--- config.mk ---
export PLATFORM = sky130hd
export DESIGN_NAME = lpause_timer
export DESIGN_NICKNAME = d
export VERILOG_FILES = /design/src/rtl/lpause_pkg.sv /design/src/rtl/lpause_ctrl_reg.sv /design/src/rtl/lpause_prescaler.sv /design/src/rtl/lpause_down_counter.sv /design/src/rtl/lpause_timer.sv
export SDC_FILE = /design/constraint.sdc
export NUM_CORES = 1
export LEC_CHECK = 0
export BUFFER_PORTS_ARGS = -buffer_cell sky130_fd_sc_hd__buf_2
export CORE_AREA = 2 2 67 69
export DETAILED_ROUTE_END_ITERATION = 8
export DIE_AREA = 0 0 69 71
export PLACE_DENSITY = 0.79
export SYNTH_ARGS = -nofsm -noshare
export SYNTH_HDL_FRONTEND = slang
export SYNTH_SLANG_ARGS = --single-unit
--- constraint.sdc ---
create_clock -name clk -period 3 [get_ports clk]
set_input_delay 0.15 -clock clk [delete_from_list [all_inputs] [get_ports clk]]
set_output_delay 0.15 -clock clk [all_outputs]
set_load 0.02 [all_outputs]
--- src/rtl/lpause_pkg.sv ---
package lpause_pkg;
  localparam int REG_W     = 32;
  localparam int LEN_W     = 16;
  localparam int START_POS = 16;
  localparam int WR_W      = START_POS + 1;
  localparam int QUANTUM   = 512;
endpackage

--- src/rtl/lpause_ctrl_reg.sv ---
module lpause_ctrl_reg #(
  parameter int REG_W     = 32,
  parameter int LEN_W     = 16,
  parameter int START_POS = 16,
  localparam int WR_W     = START_POS + 1
) (
  input  logic             clk,
  input  logic             rst,
  input  logic             wr,
  input  logic [WR_W-1:0]  wdata,
  output logic             start_pulse,
  output logic [LEN_W-1:0] load_len,
  output logic [REG_W-1:0] rdata
);
  logic [LEN_W-1:0] len_q;

  always_ff @(posedge clk) begin
    if (rst) len_q <= '0;
    else if (wr) len_q <= wdata[LEN_W-1:0];
  end

  // start flag is never stored: it acts in the write cycle only
  assign start_pulse = wr & wdata[START_POS];
  assign load_len    = wdata[LEN_W-1:0];
  assign rdata       = {{(REG_W-LEN_W){1'b0}}, len_q};

  assert_len_write_R1: assert property (@(posedge clk) disable iff (rst)
    wr |=> len_q == $past(wdata[LEN_W-1:0]));
  assert_len_hold_R7: assert property (@(posedge clk) disable iff (rst)
    !wr |=> $stable(len_q));
endmodule

--- src/rtl/lpause_prescaler.sv ---
module lpause_prescaler #(
  parameter int QUANTUM = 512,
  localparam int PRE_W  = (QUANTUM > 1) ? $clog2(QUANTUM) : 1
) (
  input  logic clk,
  input  logic rst,
  input  logic clr,
  input  logic run,
  input  logic tick,
  output logic wrap
);
  localparam logic [PRE_W-1:0] LAST = PRE_W'(QUANTUM - 1);
  logic [PRE_W-1:0] pre;

  assign wrap = run & tick & ~clr & (pre == LAST);

  always_ff @(posedge clk) begin
    if (rst || clr || !run) pre <= '0;
    else if (tick) pre <= (pre == LAST) ? '0 : pre + 1'b1;
  end

  assert_pre_clear_R4: assert property (@(posedge clk) disable iff (rst)
    clr |=> pre == '0);
  assert_pre_wrap_R4: assert property (@(posedge clk) disable iff (rst)
    wrap |=> pre == '0);
endmodule

--- src/rtl/lpause_down_counter.sv ---
module lpause_down_counter #(
  parameter int LEN_W = 16
) (
  input  logic             clk,
  input  logic             rst,
  input  logic             load,
  input  logic [LEN_W-1:0] load_val,
  input  logic             dec,
  output logic             halt
);
  logic [LEN_W-1:0] cnt, cnt_next;

  always_comb begin
    cnt_next = cnt;
    if (load) cnt_next = load_val;
    else if (dec && cnt != '0) cnt_next = cnt - 1'b1;
  end

  always_ff @(posedge clk) begin
    if (rst) begin
      cnt  <= '0;
      halt <= 1'b0;
    end else begin
      cnt  <= cnt_next;
      halt <= (cnt_next != '0);
    end
  end

  assert_no_rise_R3: assert property (@(posedge clk) disable iff (rst)
    !load |=> cnt <= $past(cnt));
  assert_step_one_R3: assert property (@(posedge clk) disable iff (rst)
    (!load && dec && cnt != '0) |=> cnt == $past(cnt) - 1'b1);
  assert_hold_R6: assert property (@(posedge clk) disable iff (rst)
    (!load && !dec) |=> $stable(cnt));
endmodule

--- src/rtl/lpause_timer.sv ---
module lpause_timer
  import lpause_pkg::*;
#(
  parameter int QUANTUM_TICKS = QUANTUM
) (
  input  logic             clk,
  input  logic             rst,
  input  logic             reg_wr,
  input  logic [WR_W-1:0]  reg_wdata,
  output logic [REG_W-1:0] reg_rdata,
  input  logic             bit_tick,
  output logic             tx_halt
);
  logic             start_pulse;
  logic [LEN_W-1:0] load_len;
  logic             quantum_done;

  lpause_ctrl_reg #(
    .REG_W(REG_W), .LEN_W(LEN_W), .START_POS(START_POS)
  ) u_reg (
    .clk(clk), .rst(rst), .wr(reg_wr), .wdata(reg_wdata),
    .start_pulse(start_pulse), .load_len(load_len), .rdata(reg_rdata)
  );

  lpause_prescaler #(.QUANTUM(QUANTUM_TICKS)) u_pre (
    .clk(clk), .rst(rst), .clr(start_pulse), .run(tx_halt),
    .tick(bit_tick), .wrap(quantum_done)
  );

  lpause_down_counter #(.LEN_W(LEN_W)) u_cnt (
    .clk(clk), .rst(rst), .load(start_pulse), .load_val(load_len),
    .dec(quantum_done), .halt(tx_halt)
  );

  assert_start_halts_R2: assert property (@(posedge clk) disable iff (rst)
    (start_pulse && load_len != '0) |=> tx_halt);
  assert_zero_start_R5: assert property (@(posedge clk) disable iff (rst)
    (start_pulse && load_len == '0) |=> !tx_halt);
  assert_idle_stays_R7: assert property (@(posedge clk) disable iff (rst)
    (!tx_halt && !start_pulse) |=> !tx_halt);
endmodule

==> impl_results.html <==
<table>
<tr><th>Metric</th><th>Value</th></tr>
<tr><th colspan="2">Outcome</th></tr>
<tr><td>Run status</td><td>completed</td></tr>
<tr><th colspan="2">Detailed routing</th></tr>
<tr><td>Wire per inst</td><td>13.6 um</td></tr>
<tr><td>DRT Wirelength</td><td>4.51 mm</td></tr>
<tr><td>Average vias per placed instance</td><td>approximately 5.4</td></tr>
<tr><td>Number of design-rule violations left by the first detailed-router iteration</td><td>84</td></tr>
<tr><td>Remaining number of nets flagged by the antenna check after routing</td><td>0</td></tr>
<tr><td>Via count</td><td>1,789</td></tr>
<tr><td>Number of remaining DRC errors</td><td>0</td></tr>
<tr><td>Number of iterations in the first detailed-routing pass</td><td>4</td></tr>
<tr><th colspan="2">Clocking</th></tr>
<tr><td>Number of buffers inserted during clock tree synthesis</td><td>5</td></tr>
<tr><td>Max H-tree Level</td><td>2</td></tr>
<tr><td>Clock tree from TritonCTS</td><td>yes</td></tr>
<tr><td>CTS max path bufs</td><td>2</td></tr>
<tr><td>Clock tree sinks</td><td>42</td></tr>
<tr><td>CTS Root Cell</td><td>sky130_fd_sc_hd__clkbuf_8</td></tr>
<tr><td>Buffer count from post-CTS setup fixing</td><td>0</td></tr>
<tr><td>Source-to-sink clock delay at the later pin of the worst-skew pair</td><td>0.29 ns</td></tr>
<tr><td>Reg clk slew, reported paths</td><td>0.08 ns</td></tr>
<tr><th colspan="2">Cells and area</th></tr>
<tr><td>Layout area overhead</td><td>11.8%</td></tr>
<tr><td>Finished Cell Area</td><td>2410 sq um</td></tr>
<tr><td>Fraction of final layout cells with drive strength greater than 1</td><td>19.3%</td></tr>
<tr><td>Util after Layout</td><td>57.4%</td></tr>
<tr><td>Post-layout nets</td><td>304</td></tr>
<tr><td>Antenna diodes</td><td>0</td></tr>
<tr><td>Final instance count without filler cells</td><td>around 330</td></tr>
<tr><th colspan="2">STA</th></tr>
<tr><td>Number of hold violations in the final report</td><td>0</td></tr>
<tr><td>Clock period minus final worst setup slack</td><td>~2.7 ns</td></tr>
<tr><td>Max Slew Vio Count</td><td>0</td></tr>
<tr><td>Final number of setup-violating endpoints</td><td>0</td></tr>
<tr><td>Worst rel slew slack</td><td>57.8%</td></tr>
<tr><td>Least-Margin Pin Slew</td><td>approximately 0.63 ns</td></tr>
<tr><td>F_max</td><td>approximately 370 MHz</td></tr>
<tr><td>Setup TNS Final</td><td>0 ns</td></tr>
<tr><td>Post-route clock skew</td><td>0.00479 ns</td></tr>
<tr><td>Post-route clock period utilization</td><td>91.3%</td></tr>
<tr><td>RSZ-0062 raised after global routing</td><td>false</td></tr>
<tr><th colspan="2">Global route</th></tr>
<tr><td>Wire length of the first global-routing pass</td><td>7.53 mm</td></tr>
<tr><td>Vias in the first global route</td><td>1,632</td></tr>
<tr><td>All-Layer GR Usage</td><td>18.9%</td></tr>
<tr><td>Number of antenna violations at the first check in global routing</td><td>0</td></tr>
<tr><td>Largest net degree at the start of global routing</td><td>36</td></tr>
<tr><td>Overflow after GRT</td><td>0</td></tr>
<tr><th colspan="2">Yosys</th></tr>
<tr><td>Post-synth top area share</td><td>slightly below 40%</td></tr>
<tr><td>Most used standard cell by instance count after synthesis</td><td>sky130_fd_sc_hd__nor2_1</td></tr>
<tr><td>Yosys reg bits</td><td>between 40 and 50</td></tr>
<tr><td>Post-synthesis compound-gate area fraction</td><td>under 10%</td></tr>
<tr><td>Average size of a mapped cell</td><td>8.81 sq um</td></tr>
<tr><td>Basic-gate share of the synthesized area counting and, or, nand and nor cells</td><td>24.7%</td></tr>
<tr><td>Synth unique cells</td><td>39</td></tr>
<tr><td>Gate Count Post-Synth</td><td>245</td></tr>
<tr><td>Adder and majority cell fraction of the synthesized area</td><td>2.32%</td></tr>
<tr><td>Most frequent cells after synthesis</td><td>sky130_fd_sc_hd__nor2_1 (46), sky130_fd_sc_hd__dfxtp_1 (42), sky130_fd_sc_hd__mux2i_1 (25)</td></tr>
<tr><td>Synth warnings</td><td>0</td></tr>
<tr><td>Cells taking the most area after synthesis</td><td>sky130_fd_sc_hd__dfxtp_1 (39%), sky130_fd_sc_hd__mux2i_1 (12%), sky130_fd_sc_hd__nor2_1 (8.0%)</td></tr>
<tr><td>Count of flip-flops with a built-in enable after synthesis</td><td>0</td></tr>
<tr><td>Largest family of logic cells by synthesized area</td><td>simple AND/OR/NAND/NOR gates</td></tr>
<tr><td>Part of the Yosys area used for sequential elements</td><td>38.9%</td></tr>
<tr><td>Portion of netlist area occupied by mux cells</td><td>a little under an eighth</td></tr>
<tr><td>Post-synth design cell area</td><td>between 2000 and 2500 sq um</td></tr>
<tr><td>Prevailing post-synth register cell</td><td>sky130_fd_sc_hd__dfxtp_1</td></tr>
<tr><td>Post-synthesis async set-or-reset flop share</td><td>0%</td></tr>
<tr><td>Top cell type by total area after synthesis</td><td>sky130_fd_sc_hd__dfxtp_1</td></tr>
<tr><td>Post-Synth XOR/XNOR Area</td><td>8.11%</td></tr>
<tr><th colspan="2">Place</th></tr>
<tr><td>Placed cells</td><td>324</td></tr>
<tr><td>Area after detailed placement</td><td>2320 sq um</td></tr>
<tr><td>RePlAce Congestion</td><td>0.840</td></tr>
<tr><td>Count of input and output buffers</td><td>37</td></tr>
<tr><td>DP Wirelength</td><td>3.39 mm</td></tr>
<tr><th colspan="2">Die</th></tr>
<tr><td>Die height</td><td>approximately 71 um</td></tr>
<tr><td>Standard cell core area</td><td>4200 sq um</td></tr>
<tr><td>Starting utilization of the core area</td><td>roughly half</td></tr>
<tr><td>Die width</td><td>between 60 and 70 um</td></tr>
<tr><td>Total I/O pin count</td><td>54</td></tr>
<tr><td>Die Footprint</td><td>4900 sq um</td></tr>
<tr><td>Rows</td><td>24</td></tr>
<tr><th colspan="2">Critical path</th></tr>
<tr><td>Reg-to-reg setup timing slack</td><td>0.26 ns</td></tr>
<tr><td>Crit Path Class</td><td>reg2reg</td></tr>
<tr><td>Maximum net fanout on the critical path</td><td>14</td></tr>
<tr><td>Crit end category</td><td>flip-flop</td></tr>
<tr><td>Worst Setup Start Kind</td><td>flip-flop</td></tr>
<tr><td>Endpoint arrival time on the critical path</td><td>2.89 ns</td></tr>
<tr><td>Crit path required time</td><td>3.15 ns</td></tr>
<tr><th colspan="2">Job</th></tr>
<tr><td>Max capacitance violation total</td><td>0</td></tr>
<tr><th colspan="2">Power and ir drop</th></tr>
<tr><td>Leakage power total</td><td>1.11 nW</td></tr>
<tr><td>PD cells</td><td>489 nW/um^2</td></tr>
<tr><td>Max VDD drop</td><td>between 0.0003 and 0.0004 V</td></tr>
<tr><th colspan="2">Worst hold path</th></tr>
<tr><td>Class of the tightest hold or removal check</td><td>in2reg</td></tr>
</table>
-- metal layers --
layer | track usage (%) | wire length, um | up-vias
met4 | 4.79 | 53 | 0
li1 | - | - | 881
met5 | 0 | 0 | -
met1 | 24.9 | 2010 | 844
met3 | 4.27 | 224 | 7
met2 | 31.5 | 2220 | 57
-- stage by stage --
stage | total power (W) | hold slack [ns] | setup slack [ns]
floorplan | 0.000781 | 0.298 | 0.419
global placement | 0.000818 | 0.406 | 0.212
detailed placement | 0.000822 | 0.415 | 0.120
CTS | 0.00118 | 0.111 | 0.102
global route | 0.00123 | 0.128 | 0.0826
finish | 0.00118 | 0.110 | 0.262
-- cell families after synthesis --
logic type      Yosys count
fa+ha+maj                 4
compound gates           15
flops                    42
other cells               1
simple gates            107
xor+xnor                 20
mux                      25
buf+inv                  31
-- final timing paths --
path,start,depth (start not counted),to
max,u_cnt.cnt[0],9,u_cnt.halt
min,reg_wdata[11],3,u_reg.len_q[11]
max reg2reg,u_cnt.cnt[0],9,u_cnt.halt
min reg2reg,u_reg.len_q[5],2,u_reg.len_q[5]
-- registers in the layout, summed over array words and instances (netlist names) --
signal       count
u_cnt.cnt       16
u_cnt.halt       1
u_pre.pre        9
u_reg.len_q     16
-- placed cells by master (no fill, tap or decap), drive strengths merged, types with 2 or more instances in the layout --
cell    instances
o211a           3
dfxtp          42
a211oi          3
nand3           8
nand4           7
inv             2
ha              4
a21oi           2
nand2          15
and3            2
nor4b           2
nand4b          3
mux2i          25
buf            41
xnor2           8
conb           16
nor4            3
o21ai           3
nor2           46
xor2           12
clkbuf          7
nor3            7
or4             3
nor2b           3
nand2b          2
or3             2
-- power by group --
part           internal [W]  total [W]  leakage [nW]  switching (W)
logic             0.0000807   0.000212         0.713       0.000132
clock network      0.000185   0.000365        0.0482       0.000180
registers          0.000583   0.000602         0.344      0.0000191
total              0.000849    0.00118          1.11       0.000331
-- worst max-delay path, stage by stage (launching register included) --
cell	delay, ns
sky130_fd_sc_hd__dfxtp_1	0.33
sky130_fd_sc_hd__inv_1	0.12
sky130_fd_sc_hd__ha_1	0.18
sky130_fd_sc_hd__or4b_2	0.58
sky130_fd_sc_hd__or4_4	0.53
sky130_fd_sc_hd__nand4_1	0.16
sky130_fd_sc_hd__xor2_1	0.15
sky130_fd_sc_hd__o21ai_0	0.10
sky130_fd_sc_hd__nor3_1	0.30
sky130_fd_sc_hd__a41oi_2	0.15
-- layout make-up --
type	count	area (sq um)
clock inverter	1	5.00
timing repair buffer	41	215
clock buffer	7	86.3
sequential	42	841
fill	378	1790
multi-input combinational	187	1190
tap	52	65.1
inverter	2	7.51
-- timing repair --
| item | in CTS | in global routing |
|---|---|---|
| setup endpoints to repair | 0 | 1 |
| hold buffers | 0 | 0 |
| gates resized for setup | 0 | 1 |
Power figures use the tool's default switching activity.
